[src/rtl/hac_pkg.sv]
package hac_pkg;
  localparam int CODE_W = 4;

  typedef enum logic [CODE_W-1:0] {
    PCMD_SOFT_RST  = 4'h0,
    PCMD_SELF_TEST = 4'h1,
    PCMD_SET_START = 4'h2
  } port_cmd_e;

  typedef enum logic [1:0] {
    REQ_NONE = 2'd0,
    REQ_INIT = 2'd1,
    REQ_EXEC = 2'd2
  } req_kind_e;
endpackage

[src/rtl/hac_sync.sv]
module hac_sync #(
  parameter int W      = 1,
  parameter int STAGES = 2
) (
  input  logic         clk,
  input  logic         rst,
  input  logic [W-1:0] d_a,
  output logic [W-1:0] q
);
  logic [W-1:0] chain [STAGES];

  genvar s;
  generate
    for (s = 0; s < STAGES; s++) begin : g_stage
      always_ff @(posedge clk) begin
        if (rst) chain[s] <= '0;
        else if (s == 0) chain[s] <= d_a;
        else chain[s] <= chain[(s == 0) ? 0 : s-1];
      end
    end
  endgenerate

  assign q = chain[STAGES-1];
endmodule

[src/rtl/hac_reset_seq.sv]
module hac_reset_seq #(
  parameter int SYS_CYC = 5,
  parameter int TX_CYC  = 4
) (
  input  logic clk,
  input  logic rst,
  input  logic pin_sync,
  input  logic tx_tick,
  output logic dev_reset
);
  localparam int SW = $clog2(SYS_CYC + 1);
  localparam int TW = $clog2(TX_CYC + 1);

  logic [SW-1:0] sys_cnt;
  logic [TW-1:0] tx_cnt;
  logic          sys_done, tx_done;

  assign sys_done = (sys_cnt == SW'(SYS_CYC));
  assign tx_done  = (tx_cnt == TW'(TX_CYC));

  always_ff @(posedge clk) begin
    if (rst || !pin_sync) begin
      sys_cnt   <= '0;
      tx_cnt    <= '0;
      dev_reset <= 1'b0;
    end else begin
      if (!sys_done) sys_cnt <= sys_cnt + 1'b1;
      if (tx_tick && !tx_done) tx_cnt <= tx_cnt + 1'b1;
      dev_reset <= sys_done && tx_done;
    end
  end
endmodule

[src/rtl/hac_port_dec.sv]
module hac_port_dec
  import hac_pkg::*;
#(
  parameter int DW = 32
) (
  input  logic              clk,
  input  logic              rst,
  input  logic              clr,
  input  logic              wr_sync,
  input  logic [DW-1:0]     data,
  output logic              cmd_valid,
  output logic [CODE_W-1:0] cmd_code,
  output logic [DW-1:0]     cmd_addr
);
  localparam int HW = DW / 2;

  logic          wr_q, wr_rise, have_lo;
  logic [HW-1:0] lo_half;
  logic [DW-1:0] cmd_word;

  assign wr_rise = wr_sync && !wr_q;

  always_ff @(posedge clk) begin
    if (rst || clr) begin
      wr_q      <= 1'b0;
      have_lo   <= 1'b0;
      lo_half   <= '0;
      cmd_word  <= '0;
      cmd_valid <= 1'b0;
    end else begin
      wr_q      <= wr_sync;
      cmd_valid <= 1'b0;
      if (wr_rise) begin
        if (!have_lo) begin
          lo_half <= data[HW-1:0];
          have_lo <= 1'b1;
        end else begin
          cmd_word  <= {data[DW-1:HW], lo_half};
          cmd_valid <= 1'b1;
          have_lo   <= 1'b0;
        end
      end
    end
  end

  assign cmd_code = cmd_word[CODE_W-1:0];
  assign cmd_addr = {cmd_word[DW-1:CODE_W], {CODE_W{1'b0}}};
endmodule

[src/rtl/hac_attn_seq.sv]
module hac_attn_seq
  import hac_pkg::*;
#(
  parameter int DW = 32
) (
  input  logic          clk,
  input  logic          rst,
  input  logic          clr,
  input  logic          soft_rst,
  input  logic          attn_evt,
  input  logic          core_busy,
  input  logic [DW-1:0] start_addr,
  output logic          init_req,
  output logic          exec_req,
  output logic [DW-1:0] req_addr
);
  logic      init_done;
  req_kind_e pend_kind;
  req_kind_e kind_now;

  always_comb begin
    if (pend_kind != REQ_NONE) kind_now = pend_kind;
    else if (!init_done)       kind_now = REQ_INIT;
    else                       kind_now = REQ_EXEC;
  end

  always_ff @(posedge clk) begin
    if (rst || clr || soft_rst) begin
      init_done <= 1'b0;
      pend_kind <= REQ_NONE;
      init_req  <= 1'b0;
      exec_req  <= 1'b0;
      req_addr  <= '0;
    end else begin
      init_req <= 1'b0;
      exec_req <= 1'b0;
      req_addr <= '0;
      if (attn_evt || pend_kind != REQ_NONE) begin
        if (!core_busy) begin
          pend_kind <= REQ_NONE;
          if (kind_now == REQ_INIT) begin
            init_req  <= 1'b1;
            req_addr  <= start_addr;
            init_done <= 1'b1;
          end else begin
            exec_req <= 1'b1;
          end
        end else begin
          pend_kind <= kind_now;
        end
      end
    end
  end
endmodule

[src/rtl/hac_irq_gen.sv]
module hac_irq_gen (
  input  logic clk,
  input  logic rst,
  input  logic clr,
  input  logic irq_req,
  input  logic irq_ack,
  input  logic irq_pol,
  output logic irq_out
);
  logic req_q, rise, pend, again, pend_n, again_n;

  assign rise = irq_req && !req_q;

  always_comb begin
    if (irq_ack) begin
      pend_n  = 1'b0;
      again_n = again || rise;
    end else if (!pend) begin
      pend_n  = again || rise;
      again_n = again && rise;
    end else begin
      pend_n  = 1'b1;
      again_n = again || rise;
    end
  end

  always_ff @(posedge clk) begin
    if (rst || clr) begin
      req_q   <= 1'b0;
      pend    <= 1'b0;
      again   <= 1'b0;
      irq_out <= !irq_pol;
    end else begin
      req_q   <= irq_req;
      pend    <= pend_n;
      again   <= again_n;
      irq_out <= irq_pol ? pend_n : !pend_n;
    end
  end
endmodule

[src/rtl/host_attn_ctrl.sv]
module host_attn_ctrl
  import hac_pkg::*;
#(
  parameter int          DATA_W      = 32,
  parameter int          SYNC_STAGES = 2,
  parameter int          RST_SYS_CYC = 5,
  parameter int          RST_TX_CYC  = 4,
  parameter logic [31:0] DEF_START   = 32'h00FF_FFF6
) (
  input  logic              clk,
  input  logic              rst,
  input  logic              hw_reset_a,
  input  logic              attn_a,
  input  logic              port_wr_a,
  input  logic [DATA_W-1:0] port_data,
  input  logic              tx_tick,
  input  logic              core_busy,
  input  logic              irq_req,
  input  logic              irq_ack,
  input  logic              irq_pol,
  output logic              dev_reset,
  output logic              init_req,
  output logic              exec_req,
  output logic [DATA_W-1:0] req_addr,
  output logic              test_req,
  output logic [DATA_W-1:0] test_addr,
  output logic              irq_out
);
  localparam int NSYNC = 3;

  logic [NSYNC-1:0]  sync_q;
  logic              rst_s, attn_s, wr_s;
  logic              attn_q, attn_evt;
  logic              cmd_valid, soft_rst;
  logic [CODE_W-1:0] cmd_code;
  logic [DATA_W-1:0] cmd_addr, start_reg;

  hac_sync #(.W(NSYNC), .STAGES(SYNC_STAGES)) u_sync (
    .clk (clk),
    .rst (rst),
    .d_a ({port_wr_a, attn_a, hw_reset_a}),
    .q   (sync_q)
  );
  assign rst_s  = sync_q[0];
  assign attn_s = sync_q[1];
  assign wr_s   = sync_q[2];

  hac_reset_seq #(.SYS_CYC(RST_SYS_CYC), .TX_CYC(RST_TX_CYC)) u_rseq (
    .clk       (clk),
    .rst       (rst),
    .pin_sync  (rst_s),
    .tx_tick   (tx_tick),
    .dev_reset (dev_reset)
  );

  always_ff @(posedge clk) begin
    if (rst || dev_reset) attn_q <= 1'b0;
    else                  attn_q <= attn_s;
  end
  assign attn_evt = attn_q && !attn_s && !dev_reset;

  hac_port_dec #(.DW(DATA_W)) u_port (
    .clk       (clk),
    .rst       (rst),
    .clr       (dev_reset),
    .wr_sync   (wr_s),
    .data      (port_data),
    .cmd_valid (cmd_valid),
    .cmd_code  (cmd_code),
    .cmd_addr  (cmd_addr)
  );

  assign soft_rst = cmd_valid && (cmd_code == PCMD_SOFT_RST);

  always_ff @(posedge clk) begin
    if (rst || dev_reset) begin
      start_reg <= DATA_W'(DEF_START);
      test_req  <= 1'b0;
      test_addr <= '0;
    end else begin
      test_req <= 1'b0;
      if (cmd_valid && cmd_code == PCMD_SET_START) start_reg <= cmd_addr;
      if (cmd_valid && cmd_code == PCMD_SELF_TEST) begin
        test_req  <= 1'b1;
        test_addr <= cmd_addr;
      end
    end
  end

  hac_attn_seq #(.DW(DATA_W)) u_attn (
    .clk        (clk),
    .rst        (rst),
    .clr        (dev_reset),
    .soft_rst   (soft_rst),
    .attn_evt   (attn_evt),
    .core_busy  (core_busy),
    .start_addr (start_reg),
    .init_req   (init_req),
    .exec_req   (exec_req),
    .req_addr   (req_addr)
  );

  hac_irq_gen u_irq (
    .clk     (clk),
    .rst     (rst),
    .clr     (dev_reset),
    .irq_req (irq_req),
    .irq_ack (irq_ack),
    .irq_pol (irq_pol),
    .irq_out (irq_out)
  );
endmodule

[config.mk]
export PLATFORM = sky130hd
export DESIGN_NAME = host_attn_ctrl
export DESIGN_NICKNAME = d
export VERILOG_FILES = /design/src/rtl/hac_pkg.sv /design/src/rtl/hac_sync.sv /design/src/rtl/hac_reset_seq.sv /design/src/rtl/hac_port_dec.sv /design/src/rtl/hac_attn_seq.sv /design/src/rtl/hac_irq_gen.sv /design/src/rtl/host_attn_ctrl.sv
export SDC_FILE = /design/constraint.sdc
export NUM_CORES = 1
export LEC_CHECK = 0
export CORE_MARGIN = 5
export CORE_UTILIZATION = 51
export DETAILED_ROUTE_END_ITERATION = 12
export PLACE_DENSITY = 0.79
export SETUP_SLACK_MARGIN = 0.2
export SLEW_MARGIN = 20
export SYNTH_ARGS = -nofsm -noshare
export SYNTH_HDL_FRONTEND = slang
export SYNTH_SLANG_ARGS = --single-unit
[constraint.sdc]
create_clock -name clk -period 1.6 [get_ports clk]
set_input_delay 0.4 -clock clk [delete_from_list [all_inputs] [get_ports clk]]
set_output_delay 0.4 -clock clk [all_outputs]
set_load 0.02 [all_outputs]
### Yosys cells after proc, flatten, opt, wreduce, memory -nomap -nowiden

Memory sizes are Yosys's and may differ from the RTL's.
Index checks and enable logic that the tools add are counted.

| storage, ports and cells | value |
|---|---|
| input port bits | 42 |
| output and inout bits | 69 |
| word-level logic and storage cells | 86 |
| register bits after elaboration | 157 |
| memories kept | 1 |
| RAM bits | 6 |

| operators by class | value |
|---|---|
| bitwise operators | 7 |
| $add $sub $neg | 2 |
| eq/ne operators | 5 |
| reductions and logical operators | 31 |
| muxes and demuxes | 19 |

Memories:

| name | words | bits a word | read ports | clocked after Yosys merged registers in | wr ports | RTL line | source |
|---|---|---|---|---|---|---|---|
| u_sync.chain | 2 | 3 | 2 | 0 | 2 | hac_sync.sv:10 | `logic [W-1:0] chain [STAGES];` |

Operators by type and width:

| cell | count |
|---|---|
| 1-bit 2-to-1 mux | 14 |
| 1-bit logical AND | 10 |
| 1-bit zero test | 8 |
| 3-bit by 1-bit adder with 3-bit output, second input constant | 2 |
| 3-bit == test, second input constant | 2 |
| 2-bit 2-to-1 mux | 3 |
| 3-bit 2-to-1 mux | 2 |
| 1-bit logical OR | 5 |
| 1-bit inverter | 5 |
| 4-bit by 1-bit == test with 1-bit output, second input constant | 1 |
| 4-bit by 2-bit == test with 1-bit output, second input constant | 1 |
| 4-bit zero test | 1 |
| 2-bit AND reduction | 2 |
| 4-bit OR reduction | 1 |
| 3-bit AND reduction | 1 |
| 3-bit OR reduction | 1 |
| 2-bit by 1-bit == test with 1-bit output, second input constant | 1 |
| 1-bit bitwise OR | 2 |
| 2-bit nonzero test | 1 |
| 2-bit OR reduction | 1 |

### Depth between registers and ports, before layout

| logic depth | value |
|---|---|
| word-level depth | 8 |
| depth in mapped cells | 5 |
| gate-level depth less buffers | 5 |

### Cells and area by module

A second synthesis with hierarchy kept.

| unflattened totals | value |
|---|---|
| cell total of the unflattened synthesis | 627 |
| area, all modules | 6,095.8 sq um |

By module, submodules not included:

| module | area each (sq um) | cells an instance | instances |
|---|---|---|---|
| host_attn_ctrl | 2,526.2 | 266 | 1 |
| hac_port_dec | 1,804.2 | 212 | 1 |
| hac_attn_seq | 1,094.8 | 90 | 1 |
| hac_reset_seq | 347.8 | 35 | 1 |
| hac_irq_gen | 165.2 | 12 | 1 |
| hac_sync | 157.7 | 12 | 1 |

### Worst setup path before layout

No wires, ideal clock.

| timing | value |
|---|---|
| path kind | register -> register |
| from | register u_port.cmd_word[0] |
| to | register start_reg[10] |
| setup slack | 187 ps |
| cell stages (with the launch flop) | 5 |
| buffers on the path | 1 |
| required time | 1,463 ps |
| data arrival time | 1,277 ps |
| path through | dfxtp_1 > or4b_1 > clkbuf_1 > o21ai_0 > nand3_1 |

| between the ends | value |
|---|---|
| cells in the longest elaborated chain, start to end | 2 |

RTL lines:

| item | RTL line | source |
|---|---|---|
| from (decl) | hac_port_dec.sv:19 | `logic [DW-1:0] cmd_word;` |
| from (signal assigned) | hac_port_dec.sv:38 | `cmd_word <= {data[DW-1:HW], lo_half};` |
| 4-bit by 2-bit == test with 1-bit output | host_attn_ctrl.sv:82 | `if (cmd_valid && cmd_code == PCMD_SET_START) start_reg <= cmd_addr;` |
| 1-bit logical AND | host_attn_ctrl.sv:82 |  |
| to (signal assigned) | host_attn_ctrl.sv:77 | `start_reg <= DATA_W'(DEF_START);` |
| to (signal assigned) | host_attn_ctrl.sv:82 |  |
| to (decl) | host_attn_ctrl.sv:36 | `logic [DATA_W-1:0] cmd_addr, start_reg;` |

No other way between the ends.
A chain may end at the register's enable or synchronous reset.

### Worst setup path in the final report

| timing | value |
|---|---|
| from | register u_port.cmd_word[0] |
| to | register u_attn.req_addr[10] |

| between the ends | value |
|---|---|
| cells in the longest elaborated chain, start to end | 4 |

RTL lines:

| item | RTL line | source |
|---|---|---|
| 4-bit zero test | host_attn_ctrl.sv:73 | `assign soft_rst = cmd_valid && (cmd_code == PCMD_SOFT_RST);` |
| 1-bit logical AND | host_attn_ctrl.sv:73 |  |
| 1-bit logical OR | hac_attn_seq.sv:28 | `if (rst \|\| clr \|\| soft_rst) begin` |
| 4-bit OR reduction (no line) | - |  |
| to (signal assigned) | hac_attn_seq.sv:43 | `req_addr <= start_addr;` |
| to (decl) | hac_attn_seq.sv:15 | `output logic [DW-1:0] req_addr` |

No other way between the ends.

==> impl_metrics.env <==
export IMPL_status="finished clean"
export IMPL_synth_warning_count=0
export IMPL_ctsHtreeMaxLevel=4
export IMPL_grt_pass1_vias=4535
export IMPL_fin_crit_sh_pct=92.13
export IMPL_synth_most_common_cell="dfxtp_1"
export IMPL_grt_pass1_wl_mm=22.18
export IMPL_p_int_uw=6585
export IMPL_diodes=0
export IMPL_die_h_um=115.1
export IMPL_cts_tree="done"
export IMPL_rows=38
export IMPL_critPathLaunchType="flop"
export IMPL_fin_nets=747
export IMPL_holdBufCountCts=0
export IMPL_cts_root_buf="clkbuf_8"
export IMPL_drive_gt1_share_pct=29.13
export IMPL_vdd_ir_drop_max_uv=627.0
export IMPL_synth_distinct_cells=43
export IMPL_crit_fanout=21
export IMPL_min_path_type="in2reg"
export IMPL_netlist_area_um2=5633
export IMPL_synth_seq_area_share_pct=57.22
export IMPL_min_period_ns=1.474
export IMPL_initial_core_util_pct=51.96
export IMPL_async_flop_share_pct=0
export IMPL_yosysTopAreaCell="dfxtp_1"
export IMPL_sw_frac_of_total_pct=21.04
export IMPL_path_class="reg2reg"
export IMPL_track_usage_pct=21.15
export IMPL_drtAntennaViolNets=0
export IMPL_pwr_density_cell_nw_per_um2=1072
export IMPL_synthTopCellsByArea="dfxtp_1, nand3_1, a22o_1"
export IMPL_netlist_top_cells_count="dfxtp_1, nand3_1, nand2_1"
export IMPL_maxSlewViolCount=0
export IMPL_synth_top_area_share_pct=57.22
export IMPL_path_cells="nor4b_4, buf_4, a221o_2, buf_12, nor2_1"
export IMPL_syn2layout_area_growth_pct=38.05
export IMPL_vias=4706
export IMPL_stdcell_count=854
export IMPL_overflow=0
export IMPL_cts_inserted_buffers=17
export IMPL_io_pins=111
export IMPL_setup_violations=0
export IMPL_drcViolationCount=0
export IMPL_grt_max_degree=33
export IMPL_wl_per_cell_um=16.85
export IMPL_critical_path_arrival_ns=1.89
export IMPL_comb_power_share_pct=4.7
export IMPL_tns_ns=0
export IMPL_maxCapViolations=0
export IMPL_fp_coreArea_um2=10840
export IMPL_path_depth=5
export IMPL_ys_seq_elements=161
export IMPL_syn_inst=587
export IMPL_routabilityCongestion=0.8953
export IMPL_clockBufferDepth=2
export IMPL_rsz0062_at_grt="true"
export IMPL_grt_antenna_before_repair=0
export IMPL_via_per_inst=5.511
export IMPL_die_w_um=115.1
export IMPL_avgSynthCellArea_um2=9.596
export IMPL_fmax_mhz=678.4
export IMPL_path_clk_slew_ns=0.06
export IMPL_die_area_um2=13250
export IMPL_hold_depth=3
export IMPL_largest_register_ffs=32
export IMPL_clockPowerShare_pct=46.4
export IMPL_clkLatencyLatePin_ns=0.53
export IMPL_port_buffers=104
export IMPL_drtIter0Drc=382
export IMPL_clock_skew_ns=0.008229
export IMPL_seq_power_share_pct=48.9
export IMPL_dp_cells=810
export IMPL_cp_top_family="simple AND/OR/NAND/NOR gates"
export IMPL_power_uw=8340
export IMPL_dp_hpwl_mm=9.357
export IMPL_p_sw_uw=1755
export IMPL_synth_ff_type="dfxtp_1"
export IMPL_cts_num_sinks=161
export IMPL_slowest_stage="dfxtp_2"
export IMPL_critPathCaptureType="flop"
export IMPL_leakagePower_uw=0.003106
export IMPL_r2r_cells=5
export IMPL_required_ns=2.02
export IMPL_synth_edf_count=0
export IMPL_wirelength_mm=14.39
export IMPL_max_stage_delay_ns=0.36
export IMPL_firstDrtPassIters=5
export IMPL_hold_viol=0
export IMPL_worst_path_buf_inv=2
[per-layer routing]
layer	track usage (%)	part of all wire [%]	up-vias
li1	-	-	2263
met1	26.47	41	2207
met2	34.41	49	201
met3	5.579	6.9	35
met4	9.311	3.1	0
met5	0	0	-
[cells in the final DEF (no fill, tap or decap), types with 3 or more instances in the layout]
cell type / n
o21ai_1: 25
and2_1: 3
clkinv_2: 5
nor3_1: 5
nor2_1: 37
nand2_1: 53
o211ai_1: 8
nand3_1: 73
dfxtp_1: 106
nor2b_1: 4
xnor2_1: 3
and3_1: 8
mux2i_1: 9
ha_1: 4
clkdlybuf4s50_1: 41
a22o_1: 32
a211o_1: 8
inv_1: 6
a21oi_1: 38
buf_12: 6
conb_1: 6
clkbuf_8: 4
nand2b_1: 5
and2b_1: 4
o21ai_0: 17
nor2_2: 7
dfxtp_2: 53
clkbuf_16: 18
buf_6: 60
buf_4: 33
[cell type report]
class	instances	area, um2
clock inverters	10	108.9
fillers	743	3064
flip-flops and latches	161	3297
inverters	6	22.52
repair buffers	143	1519
multi-input cells	372	2191
well taps	140	175.2
clock buffers	22	462.9
[metrics by stage]
step	hold WS [ns]	worst slack (ns)	util (%)	area, um2
4_1_cts	0.4053	0.1339	69.07	7487
3_5_place_dp	0.4332	-0.3752	63.30	6862
6_report	0.4242	0.1259	71.73	7776
3_3_place_gp	0.4155	-0.3219	63.30	6862
2_1_floorplan	0.4109	0.2000	-	5653
5_1_grt	0.4097	0.07031	71.73	7776
[what timing repair did]
action	4_1_cts	5_1_grt
resized for setup	389	86
pin swaps	2	5
buffers inserted	3	6
gates cloned	1	2
endpoints found under the setup margin	137	148
[tightest hold or removal path, stage by stage]
cell	delay (ns)
clkdlybuf4s50_1	0.39
nand2_1	0.06
a21oi_1	0.05
[power groups by stage]
| stage | combinational, uW | sequential, uW | clock (uW) |
|---|---|---|---|
| detailed placement | 374 | 4160 | 0 |
| finish | 394 | 4070 | 3870 |
| global placement | 367 | 4160 | 0 |
| floorplan | 179 | 4170 | 0 |
| CTS | 378 | 4070 | 3900 |
| global route | 425 | 4080 | 4110 |
[kinds of logic (layout without fill, tap and decap cells)]
kind of cell             count (synthesis)  after routing  synth area share, %
other                                    1              6              0.06657
buffers and inverters                   59            181                5.397
flip-flops                             161            161                57.22
AND/OR/NAND/NOR                        212            212                18.44
adder cells (fa/ha/maj)                  4              4               0.8885
multiplexers                             9              9                1.599
XOR/XNOR                                 3              3               0.4665
AO/OA/AOI/OAI                          138            138                15.93
[worst paths after layout]
kind / from / end / slack, ns
worst max-delay path: u_port.cmd_word[0] / u_attn.req_addr[10] / 0.13
worst min register to register: u_sync.chain[0][0] / u_sync.chain[1][0] / 0.44
worst min-delay path: port_data[9] / u_port.lo_half[9] / 0.42
worst max register to register: u_port.cmd_word[0] / u_attn.req_addr[10] / 0.13
Note: power is estimated with default switching activity, not from simulation.
